## src/rtl/kbe_pkg.sv

```systemverilog
package kbe_pkg;
    typedef enum logic [1:0] {
        A20_IDLE = 2'd0,
        A20_CMD  = 2'd1,
        A20_DATA = 2'd2
    } a20_state_e;

    typedef enum logic [1:0] {
        MM_INPUT  = 2'd0,
        MM_OUTPUT = 2'd1,
        MM_STATUS = 2'd2,
        MM_NONE   = 2'd3
    } mm_sel_e;

    typedef struct packed {
        logic wr_data;
        logic wr_cmd;
        logic rd_data;
        logic rd_cmd;
    } io_evt_t;

    localparam int ST_OBF  = 0;
    localparam int ST_IBF  = 1;
    localparam int ST_CMD  = 3;
    localparam int ST_AUX  = 5;
endpackage

```

## src/rtl/kbe_a20_seq.sv

```systemverilog
module kbe_a20_seq
    import kbe_pkg::*;
#(
    parameter int              BYTE_W   = 8,
    parameter logic [BYTE_W-1:0] CMD_CODE = 8'hD1,
    parameter logic [BYTE_W-1:0] END_CODE = 8'hFF
) (
    input  logic              clk,
    input  logic              rst_n,
    input  io_evt_t           evt,
    input  logic [BYTE_W-1:0] wdata,
    output logic              hold_ibf
);
    a20_state_e state_q, state_d;
    logic any_acc, is_start, is_end;

    assign any_acc  = |evt;
    assign is_start = evt.wr_cmd && (wdata == CMD_CODE);
    assign is_end   = evt.wr_cmd && (wdata == END_CODE);

    always_ff @(posedge clk or negedge rst_n) begin
        if (!rst_n) state_q <= A20_IDLE;
        else        state_q <= state_d;
    end

    always_comb begin
        state_d = state_q;
        unique case (state_q)
            A20_IDLE: if (is_start) state_d = A20_CMD;
            A20_CMD: begin
                if (evt.wr_data)   state_d = A20_DATA;
                else if (is_start) state_d = A20_CMD;
                else if (any_acc)  state_d = A20_IDLE;
            end
            A20_DATA: begin
                if (is_end)        state_d = A20_IDLE;
                else if (is_start) state_d = A20_CMD;
                else if (any_acc)  state_d = A20_IDLE;
            end
            default: state_d = A20_IDLE;
        endcase
    end

    always_comb begin
        hold_ibf = 1'b0;
        unique case (state_q)
            A20_IDLE: hold_ibf = is_start;
            A20_CMD:  hold_ibf = evt.wr_data || is_start;
            A20_DATA: hold_ibf = is_end || is_start;
            default:  hold_ibf = 1'b0;
        endcase
    end
endmodule

```

## src/rtl/kbe_regs.sv

```systemverilog
module kbe_regs
    import kbe_pkg::*;
#(
    parameter int BYTE_W = 8
) (
    input  logic              clk,
    input  logic              rst_n,
    input  io_evt_t           evt,
    input  logic [BYTE_W-1:0] io_wdata,
    input  logic              hold_ibf,
    input  logic              mm_we,
    input  mm_sel_e           mm_sel,
    input  logic [BYTE_W-1:0] mm_wdata,
    output logic [BYTE_W-1:0] in_q,
    output logic [BYTE_W-1:0] out_q,
    output logic [BYTE_W-1:0] stat_q
);
    logic [BYTE_W-1:0] stat_d;
    logic any_wr;

    assign any_wr = evt.wr_data || evt.wr_cmd;

    always_comb begin
        stat_d = stat_q;
        if (evt.rd_data)           stat_d[ST_OBF] = 1'b0;
        if (any_wr && !hold_ibf)   stat_d[ST_IBF] = 1'b1;
        if (evt.wr_data)           stat_d[ST_CMD] = 1'b0;
        if (evt.wr_cmd)            stat_d[ST_CMD] = 1'b1;
    end

    always_ff @(posedge clk or negedge rst_n) begin
        if (!rst_n) begin
            in_q   <= '0;
            out_q  <= '0;
            stat_q <= '0;
        end else begin
            if (mm_we && mm_sel == MM_INPUT) in_q <= mm_wdata;
            else if (any_wr)                 in_q <= io_wdata;
            if (mm_we && mm_sel == MM_OUTPUT) out_q <= mm_wdata;
            if (mm_we && mm_sel == MM_STATUS) stat_q <= mm_wdata;
            else                              stat_q <= stat_d;
        end
    end
endmodule

```

## src/rtl/kbe_port_emu.sv

```systemverilog
module kbe_port_emu
    import kbe_pkg::*;
#(
    parameter int              ADDR_W    = 16,
    parameter int              BYTE_W    = 8,
    parameter int              REG_W     = 32,
    parameter logic [ADDR_W-1:0] DATA_PORT = 16'h0060,
    parameter logic [ADDR_W-1:0] CMD_PORT  = 16'h0064
) (
    input  logic              clk,
    input  logic              rst_n,
    input  logic              emu_en,
    input  logic              irq_en,
    input  logic              char_pend,
    input  logic              io_wr,
    input  logic              io_rd,
    input  logic [ADDR_W-1:0] io_addr,
    input  logic [BYTE_W-1:0] io_wdata,
    output logic [BYTE_W-1:0] io_rdata,
    output logic              io_claim,
    input  logic              mm_wr,
    input  logic [1:0]        mm_idx,
    input  logic [BYTE_W-1:0] mm_wdata,
    output logic [REG_W-1:0]  mm_rdata,
    output logic              irq1,
    output logic              irq12,
    output logic              emu_irq
);
    localparam int PAD_W = REG_W - BYTE_W;

    logic hit_data, hit_cmd, hold_ibf;
    io_evt_t evt;
    mm_sel_e mm_sel;
    logic [BYTE_W-1:0] in_q, out_q, stat_q, mm_byte;

    assign hit_data = (io_addr == DATA_PORT);
    assign hit_cmd  = (io_addr == CMD_PORT);
    assign io_claim = emu_en && (io_wr || io_rd) && (hit_data || hit_cmd);

    assign evt.wr_data = io_claim && io_wr && hit_data;
    assign evt.wr_cmd  = io_claim && io_wr && hit_cmd;
    assign evt.rd_data = io_claim && io_rd && !io_wr && hit_data;
    assign evt.rd_cmd  = io_claim && io_rd && !io_wr && hit_cmd;

    assign mm_sel = mm_sel_e'(mm_idx);

    kbe_a20_seq #(.BYTE_W(BYTE_W)) u_a20 (
        .clk      (clk),
        .rst_n    (rst_n),
        .evt      (evt),
        .wdata    (io_wdata),
        .hold_ibf (hold_ibf)
    );

    kbe_regs #(.BYTE_W(BYTE_W)) u_regs (
        .clk      (clk),
        .rst_n    (rst_n),
        .evt      (evt),
        .io_wdata (io_wdata),
        .hold_ibf (hold_ibf),
        .mm_we    (mm_wr),
        .mm_sel   (mm_sel),
        .mm_wdata (mm_wdata),
        .in_q     (in_q),
        .out_q    (out_q),
        .stat_q   (stat_q)
    );

    always_comb begin
        if (evt.rd_data)     io_rdata = out_q;
        else if (evt.rd_cmd) io_rdata = stat_q;
        else                 io_rdata = '0;
    end

    always_comb begin
        unique case (mm_sel)
            MM_INPUT:  mm_byte = in_q;
            MM_OUTPUT: mm_byte = out_q;
            MM_STATUS: mm_byte = stat_q;
            default:   mm_byte = '0;
        endcase
    end

    generate
        if (PAD_W > 0) begin : g_pad
            assign mm_rdata = {{PAD_W{1'b0}}, mm_byte};
        end else begin : g_nopad
            assign mm_rdata = mm_byte[REG_W-1:0];
        end
    endgenerate

    assign irq1    = irq_en && stat_q[ST_OBF] && !stat_q[ST_AUX];
    assign irq12   = irq_en && stat_q[ST_OBF] &&  stat_q[ST_AUX];
    assign emu_irq = (emu_en && stat_q[ST_IBF]) || (!stat_q[ST_OBF] && char_pend);
endmodule

```

## config.mk

```make
export PLATFORM = sky130hd
export DESIGN_NAME = kbe_port_emu
export DESIGN_NICKNAME = d
export VERILOG_FILES = /design/src/rtl/kbe_pkg.sv /design/src/rtl/kbe_a20_seq.sv /design/src/rtl/kbe_regs.sv /design/src/rtl/kbe_port_emu.sv
export SDC_FILE = /design/constraint.sdc
export NUM_CORES = 1
export LEC_CHECK = 0
export ABC_AREA = 1
export CAP_MARGIN = 10
export CORE_MARGIN = 5
export CORE_UTILIZATION = 30
export DETAILED_ROUTE_END_ITERATION = 6
export PLACE_DENSITY = 0.61
export RECOVER_POWER = 50
export SYNTH_ARGS = -nofsm -noshare
export SYNTH_HDL_FRONTEND = slang
export SYNTH_HIERARCHICAL = 1
export SYNTH_SLANG_ARGS = --single-unit
export TNS_END_PERCENT = 100
```

## constraint.sdc

```tcl
create_clock -name clk -period 1.7 [get_ports clk]
set_clock_uncertainty 0.1 [all_clocks]
set_input_delay 0.255 -clock clk [delete_from_list [all_inputs] [get_ports clk]]
set_output_delay 0.255 -clock clk [all_outputs]
set_load 0.02 [all_outputs]
```

# [Word level (Yosys, flattened, before mapping)]
# Cells that the tools add are included.
# Widths: inputs -> output; s select.
[word_totals] ramBits=0 n_memories=0 wordCells=70 regBits=26 mem_bits_ro=0 latchBits=0 out_inout_bits=44
[op_classes] n_addsub=0 n_reduce_logical=37 n_div=0 n_bitwise=0 n_mux=17 magnitude_cmp=0 n_eq_ne=9 multipliers=0 n_shift=0
[op_table] cell="$eq 16x7->1 const B" count=2
[op_table] cell="$mux 8" count=4
[op_table] cell="$pmux 8 s3" count=1
[op_table] cell="$logic_and 1x1->1" count=20
[op_table] cell="$eq 8x8->1 const B" count=2
[op_table] cell="$mux 2" count=5
[op_table] cell="$logic_or 1x1->1" count=6
[op_table] cell="$pmux 2 s3" count=1
[op_table] cell="$reduce_bool 2->1" count=3
[op_table] cell="$eq 2x1->1 const B" count=2
[op_table] cell="$eq 2x2->1 const B" count=2
[op_table] cell="$logic_not 1->1" count=4
[op_table] cell="$logic_not 2->1" count=2
[op_table] cell="$mux 1" count=4
[op_table] cell="$mux 4" count=1
[op_table] cell="$reduce_or 4->1" count=1
[op_table] cell="$pmux 1 s3" count=1
[op_table] cell="$reduce_bool 3->1" count=1
[op_table] cell="$ne 2x1->1 const B" count=1

# [Depth between registers and ports, before layout]
[logic_depth] ltp_word=12 mapped_depth=19 depth_no_buf=19

# [Cells and area by module]
# Netlist, hierarchy kept.
[modules_own_cells] module="kbe_regs" n_inst=1 cells_each=135 area_per_inst_um2=1189.9
[modules_own_cells] module="kbe_port_emu" n_inst=1 cells_each=143 area_per_inst_um2=685.7
[modules_own_cells] module="kbe_a20_seq" n_inst=1 cells_each=50 area_per_inst_um2=302.8

# [Worst setup path before layout]
# OpenSTA, ideal clock, no wires.
[synth_path] path_kind="in2reg" start="input io_addr[15]" end="register u_regs.stat_q[1]" arrival_time_ns=2.205 setup_slack_ns=-0.722 path_buffers=0 setup_time_ns=0.117 stages=17 required_time_ns=1.483 path_cell_list="nor2_1 nand2_1 nor2_4 nand2_2 a21boi_1 nand2_1 nor2_1 inv_2 nor2_2 nand4_2 o21bai_1 a21oi_2 inv_1 o21ai_0 nand2_1 nand2_1 nand2_1"
[synth_rtl] element="start, declared" line="kbe_port_emu.sv:17" source="input logic [ADDR_W-1:0] io_addr,"
[synth_rtl] element="end signal, assigned" line="kbe_regs.sv:40" source="if (mm_we && mm_sel == MM_STATUS) stat_q <= mm_wdata;"
[synth_rtl] element="end signal, assigned" line="kbe_regs.sv:41" source="else stat_q <= stat_d;"
[synth_rtl] element="end, declared" line="kbe_regs.sv:16" source="output logic [BYTE_W-1:0] stat_q"

==> impl_metrics.ini <==
[grt]
grt_overflow_total = 0
met3_usage_pct = 1.97
grt_pass1_vias = 2317
grtUsageTotal_pct = 14.8
met1_usage_pct = 20.2
gr-usage-met2_pct = 24.1
grt_pass1_wl_mm = 10.8
top_usage_layer = met2
antenna_found_initial = 0
grt_max_degree = 27

[yosys]
synth_cell_types = 28
synth_edf_count = 0
ys_warn_count = 6
seq_area_frac_synth_pct = 29.9
synth_seq_cells = 26
synth_flop_cell = dfrtp_1
syn_area_per_cell_um2 = 6.64
syn_inst = 328
synth_area_leaders = dfrtp_1 30%, nand2_1 20%, buf_4 8.3%, nand3_1 6.4%, inv_1 6.4%
yosysTopAreaCellShare_pct = 29.9
syn_area_um2 = 2180
yosys.area.top_type = dfrtp_1
postSynth.asyncResetShare_pct = 100

[critical_path]
path_cells = buf_6 -> nor2_4 -> nand2_2 -> nor2_4 -> nand2_4 -> buf_12 -> nand2_4 -> nand3_4 -> nor2_4 -> buf_6 -> buf_6 -> nand2_2 -> nand2_2 -> buf_6
cp-end-kind = output port
reg2reg_to = u_regs/stat_q[1]
reg2reg_slack_ps = -20
crit_path_frequent_cell = buf_6
crit_fanout = 4
start_kind = input port
crit_path_max_incr_delay_ps = 170
timing_worst_setup_path_type = input port to output port
cp_data_required_time_ps = 1340
crit_arrival_ps = 1650
rr_startpoint = u_a20/state_q[1]
ff2ff_path_depth = 10
critPathBufInv = 5
cp_top_family = simple AND/OR/NAND/NOR gates
cp_slowest_cell = nor2_4

[placed_design]
io_buffers = 61
place_congestion = 0.832
dp_hpwl_mm = 4.92
post-place-ws_ps = -1010

[route]
wl_per_cell_um = 12.4
avgViaCountPerCell = 4.39
drc = 0
via_count = 2390
first_pass_iters = 4
ant_nets = 0
route.final.wire_length_mm = 6.75
drt_iter0_drc = 84

[clock_tree]
clock_latency_ps = 270
cts_tree = built
htreeDepth = 1
clock_sinks = 26
numCtsBuffers = 3
postCtsHoldBufs = 0
clock_tree.buffer_depth = 2
clk_pin_slew_ps = 100
ctsRootBufferMaster = clkbuf_8

[floorplanning]
rows = 31
core-area_um2 = 7180
initial_core_util_pct = 30.4
fp.dieH_um = 95.2
pin_count = 86
dieArea_um2 = 9060
die_w_um = 95.2

[timing]
hold_viol = 0
post-route-period-util_pct = 118
slew_headroom_pct = 54.2
tightest_slew_ps = 688
drv_slew = 0
period_needed_ps = 2010
setup_viol = 21
fin_ws_ps = -306
max_freq_mhz = 498
tns_ps = -3640
rsz0062_at_grt = true

[power_and_ir_drop]
p_leak_nw = 1.86
power.switching_w = 0.000627
swShare_pct = 33.1
finalPower_w = 0.00190
clkPwrFrac_pct = 27.9
p_per_area_nw_per_um2 = 539
comb_power_share_pct = 30.7
seqPwrFrac_pct = 41.4
ir_drop_mv = 0.312
internal_power_w = 0.00127

[hold_path]
hold_path.class = input port to asynchronous set/reset pin

[cells_and_area]
fillers = 707
multi_input_area_um2 = 1480
seq_area_um2 = 651
antenna_cells = 0
drive_gt1_share_pct = 39.6
fin_util_pct = 49.0
syn_to_final_growth_pct = 61.6
nets = 492

[run]
cap_viol_max_count = 0

[run_status]
violations = negative setup slack
status = complete, but fails checks
[routing by layer]
| layer | share of wire [%] | vias to the layer above | wire (um) |
|---|---|---|---|
| met1 | 44 | 1090 | 2940 |
| met5 | 0 | - | 0 |
| met3 | 6.7 | 12 | 454 |
| li1 | - | 1209 | - |
| met2 | 47 | 79 | 3200 |
| met4 | 2.2 | 0 | 148 |
[cells in the mapped netlist (all sizes together) (2+ instances only)]
cell type    n
nand2      123
inv         40
nor2        35
nand3       30
buf         28
dfrtp       26
o21ai       26
ha           4
nand4        4
a21oi        3
clkbuf       2
nor3         2
[state kept, by name, summed over array words and instances, names as in the netlist]
signal         flops
u_a20/state_q      2
u_regs/out_q       8
u_regs/stat_q      8
u_regs/in_q        8
[cell usage in the layout (no fill, tap or decap), types with 8 or more instances in the layout]
cell and instances:
nand2_1 98, buf_4 44, inv_1 35, buf_6 28, nand3_1 26, dfrtp_1 26, conb_1 24, o21ai_2 20
clkdlybuf4s50_1 19, nand2_2 17, nor2_1 16, nor2_4 14, buf_2 9, nand2_4 8, clkbuf_2 8
[power groups by stage]
stage	Sequential, W	Combinational [W]	Clock, W
floorplan	0.000772	0.000374	0
global placement	0.000792	0.000589	0
detailed placement	0.000795	0.000595	0
CTS	0.000782	0.000569	0.000536
global route	0.000800	0.000642	0.000561
finish	0.000785	0.000582	0.000529
[repair_timing]
item | in CTS | in global routing
cloned | 1 | 0
setup endpoints to repair | 33 | 30
resized for setup | 160 | 65
buffers inserted | 19 | 8
pin swaps | 30 | 25
[cell families (layout without fill, tap and decap cells)]
group / after synthesis / after routing / synth area share (%)
adder cells (fa/ha/maj): 4 / 4 / 2.30
buffers and inverters: 70 / 163 / 17.6
flip-flops: 26 / 26 / 29.9
AND/OR/NAND/NOR: 194 / 195 / 39.5
AO/OA/AOI/OAI: 33 / 33 / 10.6
other: 1 / 24 / 0.172
[worst max-delay path by stage]
| stage | start | to | cells past startpoint | slack, ps |
|---|---|---|---|---|
| 2_1_floorplan | io_addr[9] | u_regs/stat_q[1] | 17 | -440 |
| 3_3_place_gp | io_addr[11] | io_rdata[3] | 11 | -960 |
| 3_5_place_dp | io_addr[5] | io_rdata[3] | 12 | -1010 |
| 4_1_cts | io_addr[12] | u_regs/stat_q[1] | 18 | -270 |
| 5_1_grt | io_rd | u_regs/stat_q[1] | 16 | -420 |
| 6_report | io_addr[9] | io_rdata[4] | 14 | -310 |
[per-stage QoR]
step / instance area [um^2] / std cells / hold WS [ps]
CTS: 3310 / 536 / 260
floorplan: 2320 / 351 / -141
global placement: 3070 / 512 / 397
detailed placement: 3070 / 512 / 398
finish: 3520 / 544 / 425
global route: 3520 / 544 / 442
[layout make-up]
cell class / instances / share of cell area, %
repair buffers: 119 / 29.6
clock buffers: 3 / 1.17
flip-flops and latches: 26 / 18.5
well taps: 99 / 3.52
multi-input cells: 256 / 42.0
clock inverters: 1 / 0.853
inverters: 40 / 4.34
Note: power is estimated with default switching activity, not from simulation.
